### config.mk
export PLATFORM = sky130hd
export DESIGN_NAME = ring_addr_stepper
export DESIGN_NICKNAME = d
export VERILOG_FILES = /design/src/rtl/ring_addr_pkg.sv /design/src/rtl/ring_mask_gen.sv /design/src/rtl/ring_ptr.sv /design/src/rtl/ring_addr_stepper.sv
export SDC_FILE = /design/constraint.sdc
export NUM_CORES = 1
export LEC_CHECK = 0
export BUFFER_PORTS_ARGS = -buffer_cell sky130_fd_sc_hd__buf_4
export CORE_MARGIN = 4
export CORE_UTILIZATION = 51
export CTS_BUF_LIST = sky130_fd_sc_hd__clkbuf_8 sky130_fd_sc_hd__clkbuf_16
export DETAILED_ROUTE_END_ITERATION = 10
export GPL_TIMING_DRIVEN = 1
export HOLD_SLACK_MARGIN = 0.15
export PLACE_DENSITY_LB_ADDON = 0.15
export SLEW_MARGIN = 0
export SYNTH_ARGS = -nofsm -noshare
export SYNTH_HDL_FRONTEND = slang
export SYNTH_SLANG_ARGS = --single-unit
export TNS_END_PERCENT = 1
### constraint.sdc
create_clock -name clk -period 2.2 [get_ports clk]
set_input_delay 0.22 -clock clk [delete_from_list [all_inputs] [get_ports clk]]
set_output_delay 0.22 -clock clk [all_outputs]
set_load 0.005 [all_outputs]
### src/rtl/ring_addr_pkg.sv
package ring_addr_pkg;
  parameter int ADDR_W = 9;
  parameter int SEL_W  = 4;
  typedef logic [ADDR_W-1:0] addr_t;
  typedef logic [SEL_W-1:0]  sel_t;
endpackage

### src/rtl/ring_mask_gen.sv
module ring_mask_gen
  import ring_addr_pkg::*;
#(
  parameter int AW = ADDR_W,
  parameter int SW = SEL_W
) (
  input  logic [SW-1:0] sel,
  output logic [AW-1:0] mask
);
  localparam int MAXK = AW - 1;
  logic [SW-1:0] sel_c;
  always_comb begin
    sel_c = (int'(sel) > MAXK) ? SW'(MAXK) : sel;
  end
  for (genvar i = 0; i < AW; i++) begin : g_bit
    assign mask[i] = (i <= int'(sel_c));
  end
endmodule

### src/rtl/ring_ptr.sv
module ring_ptr
  import ring_addr_pkg::*;
#(
  parameter int AW = ADDR_W,
  parameter int SW = SEL_W
) (
  input  logic          clk,
  input  logic          rst,
  input  logic          load,
  input  logic [AW-1:0] load_val,
  input  logic [SW-1:0] wrap_sel,
  input  logic          step,
  input  logic          dec,
  output logic [AW-1:0] addr
);
  logic [AW-1:0] mask, stepped, nxt;

  ring_mask_gen #(.AW(AW), .SW(SW)) u_mask (.sel(wrap_sel), .mask(mask));

  always_comb begin
    stepped = dec ? (addr - AW'(1)) : (addr + AW'(1));
    nxt = (stepped & mask) | (addr & ~mask);
  end

  always_ff @(posedge clk) begin
    if (rst)       addr <= '0;
    else if (load) addr <= load_val;
    else if (step) addr <= nxt;
  end


  base_hold_chk: assert property (@(posedge clk) disable iff (rst)
    (!load && step) |=> ((addr & ~$past(mask)) == ($past(addr) & ~$past(mask))));

  idle_hold_chk: assert property (@(posedge clk) disable iff (rst)
    (!load && !step) |=> $stable(addr));

  load_take_chk: assert property (@(posedge clk) disable iff (rst)
    load |=> (addr == $past(load_val)));

  inc_wrap_chk: assert property (@(posedge clk) disable iff (rst)
    (!load && step && !dec && ((addr & mask) == mask)) |=> ((addr & $past(mask)) == '0));

  dec_wrap_chk: assert property (@(posedge clk) disable iff (rst)
    (!load && step && dec && ((addr & mask) == '0)) |=> ((addr & $past(mask)) == $past(mask)));
endmodule

### src/rtl/ring_addr_stepper.sv
module ring_addr_stepper
  import ring_addr_pkg::*;
#(
  parameter int AW = ADDR_W,
  parameter int SW = SEL_W
) (
  input  logic          clk,
  input  logic          rst,
  input  logic          load,
  input  logic [AW-1:0] wr_load_val,
  input  logic [AW-1:0] rd_load_val,
  input  logic [SW-1:0] wr_wrap_sel,
  input  logic [SW-1:0] rd_wrap_sel,
  input  logic          wr_step,
  input  logic          rd_step,
  input  logic          wr_dec,
  input  logic          rd_dec,
  output logic [AW-1:0] wr_addr,
  output logic [AW-1:0] rd_addr
);
  ring_ptr #(.AW(AW), .SW(SW)) u_wr (
    .clk(clk), .rst(rst), .load(load), .load_val(wr_load_val),
    .wrap_sel(wr_wrap_sel), .step(wr_step), .dec(wr_dec), .addr(wr_addr));

  ring_ptr #(.AW(AW), .SW(SW)) u_rd (
    .clk(clk), .rst(rst), .load(load), .load_val(rd_load_val),
    .wrap_sel(rd_wrap_sel), .step(rd_step), .dec(rd_dec), .addr(rd_addr));


  reset_zero_chk: assert property (@(posedge clk)
    rst |=> (wr_addr == '0 && rd_addr == '0));

  indep_rd_chk: assert property (@(posedge clk) disable iff (rst)
    (!load && !rd_step && wr_step) |=> $stable(rd_addr));
endmodule

==> flow_metrics.tcl, run 1 <==
set metrics [dict create \
    rr_worst_depth 8 \
    wirelength_um 4060 \
    drive_above_1_share_pct 23.3 \
    io_pins 51 \
    r2r_setup_slack_ns 0.19 \
    drv_cap 0 \
    crit_fanout 4 \
    die_y_um 63.8 \
    io_buffer_count 50 \
    hold_violations 0 \
    status "completed" \
    worstPathCellList "inv_1 > fa_1 > nor2b_1 > o21a_1 > o211ai_1 > a2111oi_0 > a31oi_1 > a21oi_1" \
    core.rowCount 19 \
    stdcell_count 288 \
    synthMuxAreaShare_pct 0.630 \
    area_growth_pct 27.8 \
    synth_top_area_share_pct 22.7 \
    clk_path_buf_depth 2 \
    synth_warnings 0 \
    maxSlewViolCount 0 \
    cts_max_level 1 \
    setup_viol_count_final 0 \
    core_area_mm2 0.00285 \
    drt_iter0_drc 63 \
    yosys.area_share.simple_pct 19.5 \
    clock_sinks 18 \
    synth_fa_ha_area_share_pct 13.6 \
    rsz0062_at_grt "false" \
    avgSynthCellArea_um2 7.49 \
    powerDensity_mw_per_mm2 521 \
    clock-root-buffer "clkbuf_8" \
    ctsHoldBuffers 0 \
    worstPathRequired_ns 2.39 \
    ant_nets 0 \
    ys_types 41 \
    overflow 0 \
    leakagePower_nw 0.933 \
    die_w_um 63.8 \
    async_flop_share_pct 0 \
    syn-instance-count 212 \
    place_hpwl_um 3060 \
    synthFlopType "dfxtp_1" \
    netlist_area_mm2 0.00159 \
    cts_made_buffers 3 \
    syn_nets 261 \
    nets 307 \
    finClkSkew_ns 0.00316 \
    n_antenna_cell 0 \
    wl_per_cell_um 14.1 \
    synth_xor_area_share_pct 6.07 \
    dieArea_mm2 0.00407 \
    yosys.area.top_type "dfxtp_1" \
    min_from "wr_load_val[0]" \
    worstPathArrival_ns 2.20 \
    gp_congestion 0.848 \
    antenna_found_initial 0 \
    synth_compound_area_share_pct 32.1 \
    synth_top_family_by_area "compound AO/OA/AOI/OAI gates" \
    synth-seq-cells 18 \
    grt_pass1_wl_um 7180 \
    clkTransAtPathRegs_ns 0.07 \
    postCtsSetupBuffers 0 \
    vias 1664 \
    yosys-top-cells-area "dfxtp_1 (23%), ha_1 (11%), a21oi_1 (8.8%)" \
    ir_drop_mv 0.456 \
    groute.usage.overall_pct 21.1 \
    period_needed_ns 2.01 \
    ys_seq_area_share_pct 22.7 \
    grt_pass1_vias 1551 \
    final_util_pct 71.1 \
    hold_depth 3 \
    hold_class "input pin to flip-flop" \
    cpPeakStageDelay_ns 0.43 \
    cp-startpoint "u_wr.addr[0]" \
    firstDrtPassIters 4 \
    worst_pin_slew_ns 0.405 \
    initial_utilization_pct 55.7 \
    period_share_pct 91.2 \
    clkLatencyLatePin_ns 0.26 \
    hold_end "u_wr.addr[0]" \
    tns_ns 0 \
    cp-start-kind "flip-flop" \
    criticalPathCategory "flip-flop to flip-flop" \
    postCtsResizedCells 0 \
    grt_max_degree 44 \
    critPathCaptureType "flip-flop" \
    fmax_mhz 498 \
    critPathSlowestCell "a2111oi_0" \
    drc 0 \
    r2r_start "u_wr.addr[0]" \
    synth_edf_count 0 \
    slew_headroom_pct 73.0 \
    place_inst 284 \
    cts_tree "yes" \
    viasPerCell 5.78 \
]
## cell usage in the layout, fill, tap and decap left out, types with 2 or more instances in the layout
cell	instances
buf_4	51
a21oi_1	28
nor2_1	22
dfxtp_1	16
nand2_1	14
ha_1	14
inv_1	13
o21ai_0	11
o21a_1	7
xnor2_1	7
a211oi_1	6
nor3_1	6
nor2b_1	6
a21o_1	5
nand3_1	5
or3_1	4
xor2_1	4
clkbuf_8	4
a211o_1	3
a221oi_1	3
o21bai_1	2
o31ai_1	2
o211ai_1	2
a31oi_1	2
fa_1	2
dfxtp_2	2
## stage by stage
stage / hold slack, ns / setup WS, ns / total power [mW] / area [µm²]
global route: 0.207 / 0.00315 / 1.13 / 2030
global placement: 0.451 / 0.186 / 0.775 / 1970
floorplan: 0.363 / 0.272 / 0.637 / 1590
CTS: 0.184 / 0.137 / 1.07 / 2030
finish: 0.189 / 0.193 / 1.06 / 2030
detailed placement: 0.457 / 0.149 / 0.783 / 1970
## synth_stat cells, drive strengths merged (2+ instances only)
master	count
o21bai	2
xor2	4
nor3	6
a21o	5
o211ai	2
o21ai	12
or3	4
xnor2	7
o21a	7
a221oi	3
ha	14
a211o	3
inv	13
nand2	14
nor2b	7
nand3	5
a211oi	6
o31ai	2
fa	2
a21oi	28
a31oi	2
nor2	22
clkbuf	9
dfxtp	18
## metal layers
metal	routed length, µm	up-vias	global-route usage [%]
met5	0	-	0
met4	17	0	4.58
li1	-	858	-
met2	1740	51	31.7
met1	2030	753	31.0
met3	274	2	4.38
## cells by family (layout without fill, tap and decap cells)
group,Yosys count,count (layout)
xor+xnor,11,11
buf+inv,23,68
mux,1,1
fa+ha+maj,16,16
compound gates,79,79
flops,18,18
simple gates,64,64
## critical path, delay by kind of cell, from the launching register on
| family | cells | cell delay (ns) |
|---|---|---|
| compound gates | 5 | 0.92 |
| fa+ha+maj | 1 | 0.41 |
| flops | 1 | 0.38 |
| simple gates | 1 | 0.17 |
| buf+inv | 1 | 0.07 |
## worst max path at each step
stage | endpoint | cells after the start | slack, ns
floorplan | flip-flop | 8 | 0.27
global placement | flip-flop | 8 | 0.19
detailed placement | flip-flop | 9 | 0.15
CTS | flip-flop | 8 | 0.14
global route | flip-flop | 8 | 0.003
finish | flip-flop | 8 | 0.19
## where the power goes
part | internal [mW] | switching, mW | leakage (nW)
Combinational | 0.206 | 0.197 | 0.754
Sequential | 0.353 | 0.0255 | 0.150
Clock | 0.159 | 0.116 | 0.0288
Total | 0.718 | 0.339 | 0.933
## cell type report
type	count	area, µm²
inverter	13	48.8
sequential	18	363
multi-input combinational	171	1140
fill	260	823
timing repair buffer	51	383
tap	31	38.8
clock buffer	4	55.1
(Power assumes the default switching activity.)
==> run 2: changes to the inputs <==
--- a/config.mk
+++ b/config.mk
@@ -5,13 +5,14 @@
 export SDC_FILE = /design/constraint.sdc
 export NUM_CORES = 1
 export LEC_CHECK = 0
-export BUFFER_PORTS_ARGS = -buffer_cell sky130_fd_sc_hd__buf_4
 export CORE_MARGIN = 4
-export CORE_UTILIZATION = 51
+export CORE_UTILIZATION = 60
 export CTS_BUF_LIST = sky130_fd_sc_hd__clkbuf_8 sky130_fd_sc_hd__clkbuf_16
 export DETAILED_ROUTE_END_ITERATION = 10
+export DONT_BUFFER_PORTS = 1
 export GPL_TIMING_DRIVEN = 1
 export HOLD_SLACK_MARGIN = 0.15
+export MAX_ROUTING_LAYER = met4
 export PLACE_DENSITY_LB_ADDON = 0.15
 export SLEW_MARGIN = 0
 export SYNTH_ARGS = -nofsm -noshare
==> flow_metrics.tcl, run 2 (synthesis results as in run 1) <==
set metrics [dict create \
    final_common_cell "a21oi_1" \
    drive_above_1_share_pct 5.00 \
    p_seq_share_pct 41.1 \
    r2r_setup_slack_ns 0.14 \
    place_inst 234 \
    powerDensity_mw_per_mm2 522 \
    ant_nets 0 \
    io_pins 51 \
    gp_congestion 0.854 \
    criticalPathCategory "flip-flop to flip-flop" \
    fmax_mhz 486 \
    dp_slack_ns 0.102 \
    cts_made_buffers 3 \
    core.rowCount 18 \
    status "completed" \
    finalPower_mw 0.931 \
    firstDrtPassIters 4 \
    rr_worst_depth 7 \
    leakagePower_nw 0.738 \
    clkTransAtPathRegs_ns 0.07 \
    combPwrFrac_pct 34.1 \
    groute.usage.overall_pct 26.4 \
    drc 0 \
    clock_power_share_pct 24.7 \
    die_y_um 59.4 \
    period_share_pct 93.4 \
    drv_cap 0 \
    critPathCaptureType "flip-flop" \
    grt_max_degree 32 \
    switching_share_pct 31.9 \
    worstPathRequired_ns 2.37 \
    cp-start-kind "flip-flop" \
    period_needed_ns 2.06 \
    setup_viol_count_final 0 \
    hold_class "input pin to flip-flop" \
    clk_path_buf_depth 2 \
    drt_iter0_drc 103 \
    clock-root-buffer "clkbuf_8" \
    io_buffer_count 0 \
    cts_max_level 1 \
    setup_ws_ns 0.144 \
    clock_sinks 18 \
    postCtsSetupBuffers 0 \
    area_growth_pct 12.3 \
    tns_ns 0 \
    vias 1599 \
    p_sw_mw 0.297 \
    worstPathArrival_ns 2.23 \
    stdcell_count 250 \
    min_from "load" \
    grt_pass1_wl_um 7110 \
    wl_per_cell_um 16.5 \
    dieArea_mm2 0.00353 \
    ir_drop_mv 0.336 \
    viasPerCell 6.40 \
    hold_depth 2 \
    grt_pass1_vias 1666 \
    p_int_mw 0.634 \
    wirelength_um 4130 \
    initial_utilization_pct 63.5 \
    nets 271 \
    hold_violations 0 \
    mostFrequentLayoutCells "a21oi_1 (28), nor2_1 (22), dfxtp_1 (16)" \
    place_hpwl_um 2910 \
    core_area_mm2 0.00250 \
    n_antenna_cell 0 \
    slew_headroom_pct 46.3 \
    rsz0062_at_grt "false" \
    cts_tree "yes" \
    finClkSkew_ns 0.00185 \
    final_util_pct 71.3 \
    crit_fanout 4 \
    worst_pin_slew_ns 0.802 \
    overflow 0 \
    clkLatencyLatePin_ns 0.25 \
    die_w_um 59.4 \
    antenna_found_initial 0 \
    maxSlewViolCount 0 \
]
-- run 2: worst max-delay path by stage --
stage | startpoint | endpoint | depth (start not counted)
floorplan | u_rd.addr[0] | flip-flop | 8
global placement | flip-flop | flip-flop | 7
detailed placement | u_wr.addr[0] | flip-flop | 8
CTS | u_wr.addr[0] | flip-flop | 8
global route | flip-flop | flip-flop | 8
finish | flip-flop | flip-flop | 7
-- run 2: through the flow --
step	hold WS, ns	area (µm²)
floorplan	0.363	1590
global placement	0.292	1600
detailed placement	0.293	1600
CTS	0.151	1770
global route	0.154	1780
finish	0.153	1780
-- run 2: layout make-up --
type	count	area, µm²
tap	30	37.5
clock buffer	3	41.3
timing repair buffer	15	145
fill	218	717
inverter	13	48.8
sequential	18	363
multi-input combinational	171	1150
-- run 2: routing by layer --
metal  vias to the layer above  part of all wire (%)  global-route usage (%)
li1                        785                     -                       -
met1                       754                    40                    29.6
met2                        56                    52                    47.1
met3                         4                   6.8                    5.01
met4                         0                  0.82                    7.44
met5                         -                     0                       -
-- run 2: timing repair --
item / CTS / global route
gates resized for setup: 0 / 4
endpoints found under the hold margin: 18 / 0
setup endpoints to repair: 0 / 2
hold buffers: 13 / 0
-- run 2: power by group through the flow --
stage               registers, mW  logic, mW  clock network (mW)
floorplan                   0.383      0.255                   0
global placement            0.389      0.272                   0
detailed placement          0.390      0.282                   0
CTS                         0.383      0.312               0.236
global route                0.388      0.358               0.256
finish                      0.383      0.317               0.230
-- run 2: critical path, stage by stage (launching register included) --
cell	delay, ns
dfxtp_1	0.39
ha_1	0.29
nor2b_4	0.15
o31a_1	0.28
o21ai_2	0.14
a21oi_1	0.08
or4b_1	0.51
a21oi_1	0.13
==> run 3: changes to the inputs <==
--- a/config.mk
+++ b/config.mk
@@ -14,6 +14,7 @@
 export HOLD_SLACK_MARGIN = 0.15
 export MAX_ROUTING_LAYER = met4
 export PLACE_DENSITY_LB_ADDON = 0.15
+export SETUP_SLACK_MARGIN = 0.4
 export SLEW_MARGIN = 0
 export SYNTH_ARGS = -nofsm -noshare
 export SYNTH_HDL_FRONTEND = slang
==> constraint.sdc (replaced) <==
create_clock -name clk -period 2.15 [get_ports clk]
set_input_delay 0.215 -clock clk [delete_from_list [all_inputs] [get_ports clk]]
set_output_delay 0.215 -clock clk [all_outputs]
set_load 0.005 [all_outputs]
==> flow_metrics.tcl, run 3 (synthesis results as in run 1) <==
set metrics [dict create \
    status "completed" \
    viasPerCell 6.40 \
    clkTransAtPathRegs_ns 0.07 \
    overflow 0 \
    hold_class "input pin to flip-flop" \
    setup_ws_ns 0.157 \
    maxSlewViolCount 0 \
    criticalPathCategory "flip-flop to flip-flop" \
    cts_tree "yes" \
    core.rowCount 18 \
    worstPathRequired_ns 2.34 \
    setup_viol_count_final 0 \
    clk_path_buf_depth 2 \
    final_common_cell "a21oi_1" \
    worstPathArrival_ns 2.18 \
    io_pins 51 \
    nets 264 \
    rsz0062_at_grt "true" \
    fmax_mhz 502 \
    cts_max_level 1 \
    r2r_start "u_wr.addr[0]" \
    final_util_pct 70.3 \
    slew_headroom_pct 65.0 \
    area_growth_pct 10.7 \
    vias 1554 \
    switching_share_pct 31.5 \
    rr_worst_depth 9 \
    hold_depth 1 \
    whs_ns 0.0233 \
    tns_ns 0 \
    n_antenna_cell 0 \
    combPwrFrac_pct 33.7 \
    drive_above_1_share_pct 12.7 \
    period_share_pct 92.7 \
    drv_cap 0 \
    seq_area_um2 379 \
    multi_input_area_mm2 0.00118 \
    ir_drop_mv 0.397 \
    wirelength_um 4120 \
    die_w_um 59.4 \
    clock_sinks 18 \
    wl_per_cell_um 16.9 \
    grt_pass1_wl_um 6790 \
    clkLatencyLatePin_ns 0.25 \
    finalPower_mw 0.949 \
    groute.usage.overall_pct 25.1 \
    io_buffer_count 0 \
    p_int_mw 0.649 \
    initial_utilization_pct 63.5 \
    cts_made_buffers 3 \
    antenna_found_initial 0 \
    ctsHoldBuffers 4 \
    dieArea_mm2 0.00353 \
    crit_fanout 4 \
    dp_slack_ns 0.149 \
    core_area_mm2 0.00250 \
    gp_congestion 0.877 \
    critPathCaptureType "flip-flop" \
    leakagePower_nw 0.717 \
    cp-start-kind "flip-flop" \
    p_sw_mw 0.299 \
    fill_cells 219 \
    clock_power_share_pct 24.7 \
    drc 0 \
    grt_pass1_vias 1616 \
    powerDensity_mw_per_mm2 540 \
    worst_pin_slew_ns 0.523 \
    drt_iter0_drc 139 \
    r2r_setup_slack_ns 0.16 \
    mostFrequentLayoutCells "a21oi_1 (26), nor2_1 (22), nand2_1 (14)" \
    clock-root-buffer "clkbuf_8" \
    min_from "rst" \
    ant_nets 0 \
    p_seq_share_pct 41.5 \
    period_needed_ns 1.99 \
    grt_max_degree 33 \
    firstDrtPassIters 4 \
    finClkSkew_ns 0.00120 \
    place_hpwl_um 2910 \
    hold_violations 0 \
    die_y_um 59.4 \
]
run 3: per-stage QoR:
step                      std cells  cell area [µm²]
after detailed placement        233             1610
after global placement          233             1610
after global routing            243             1760
final                           243             1760
after CTS                       240             1700
after floorplan                 212             1610
run 3: worst max-delay path by stage:
| stage | startpoint | endpoint | slack [ns] | depth (start not counted) |
|---|---|---|---|---|
| 4_1_cts | u_rd.addr[0] | flip-flop | 0.18 | 8 |
| 3_5_place_dp | u_wr.addr[0] | flip-flop | 0.15 | 8 |
| 5_1_grt | u_wr.addr[0] | flip-flop | 0.05 | 9 |
| 2_1_floorplan | u_rd.addr[0] | flip-flop | 0.34 | 8 |
| 6_report | u_wr.addr[0] | flip-flop | 0.16 | 9 |
| 3_3_place_gp | u_wr.addr[0] | flip-flop | 0.23 | 8 |
run 3: per-layer routing:
metal / up-vias / GRT usage [%] / wire, µm
met2: 53 / 43.5 / 2140
met5: - / - / 0
met1: 730 / 28.1 / 1670
met3: 4 / 5.66 / 289
li1: 767 / - / -
met4: 0 / 8.41 / 25
run 3: final cells by class:
type / instances / area share, %
clock buffer: 3 / 2.35
inverter: 13 / 2.92
multi-input combinational: 171 / 67.0
sequential: 18 / 21.6
tap: 30 / 2.14
timing repair buffer: 8 / 3.99
run 3: power groups by stage:
| stage | registers [mW] | clock network (mW) | logic, mW |
|---|---|---|---|
| floorplan | 0.393 | 0 | 0.263 |
| global placement | 0.400 | 0 | 0.281 |
| detailed placement | 0.402 | 0 | 0.291 |
| CTS | 0.394 | 0.242 | 0.304 |
| global route | 0.398 | 0.258 | 0.364 |
| finish | 0.394 | 0.235 | 0.320 |
run 3: timing repair:
action / CTS / global route
gates resized for setup: 1 / 18
setup buffers: 0 / 3
hold endpoints to repair: 18 / 15
gates cloned: 0 / 0
pin swaps: 0 / 11
endpoints found under the setup margin: 9 / 12
run 3: critical path: stages (launching register included):
cell and delay [ns]:
dfxtp_4 0.37, inv_1 0.06, fa_2 0.36, nor2b_2 0.12
o21a_1 0.16, o211ai_1 0.14, buf_4 0.18, a2111oi_2 0.32
a31oi_1 0.08, a21oi_1 0.13
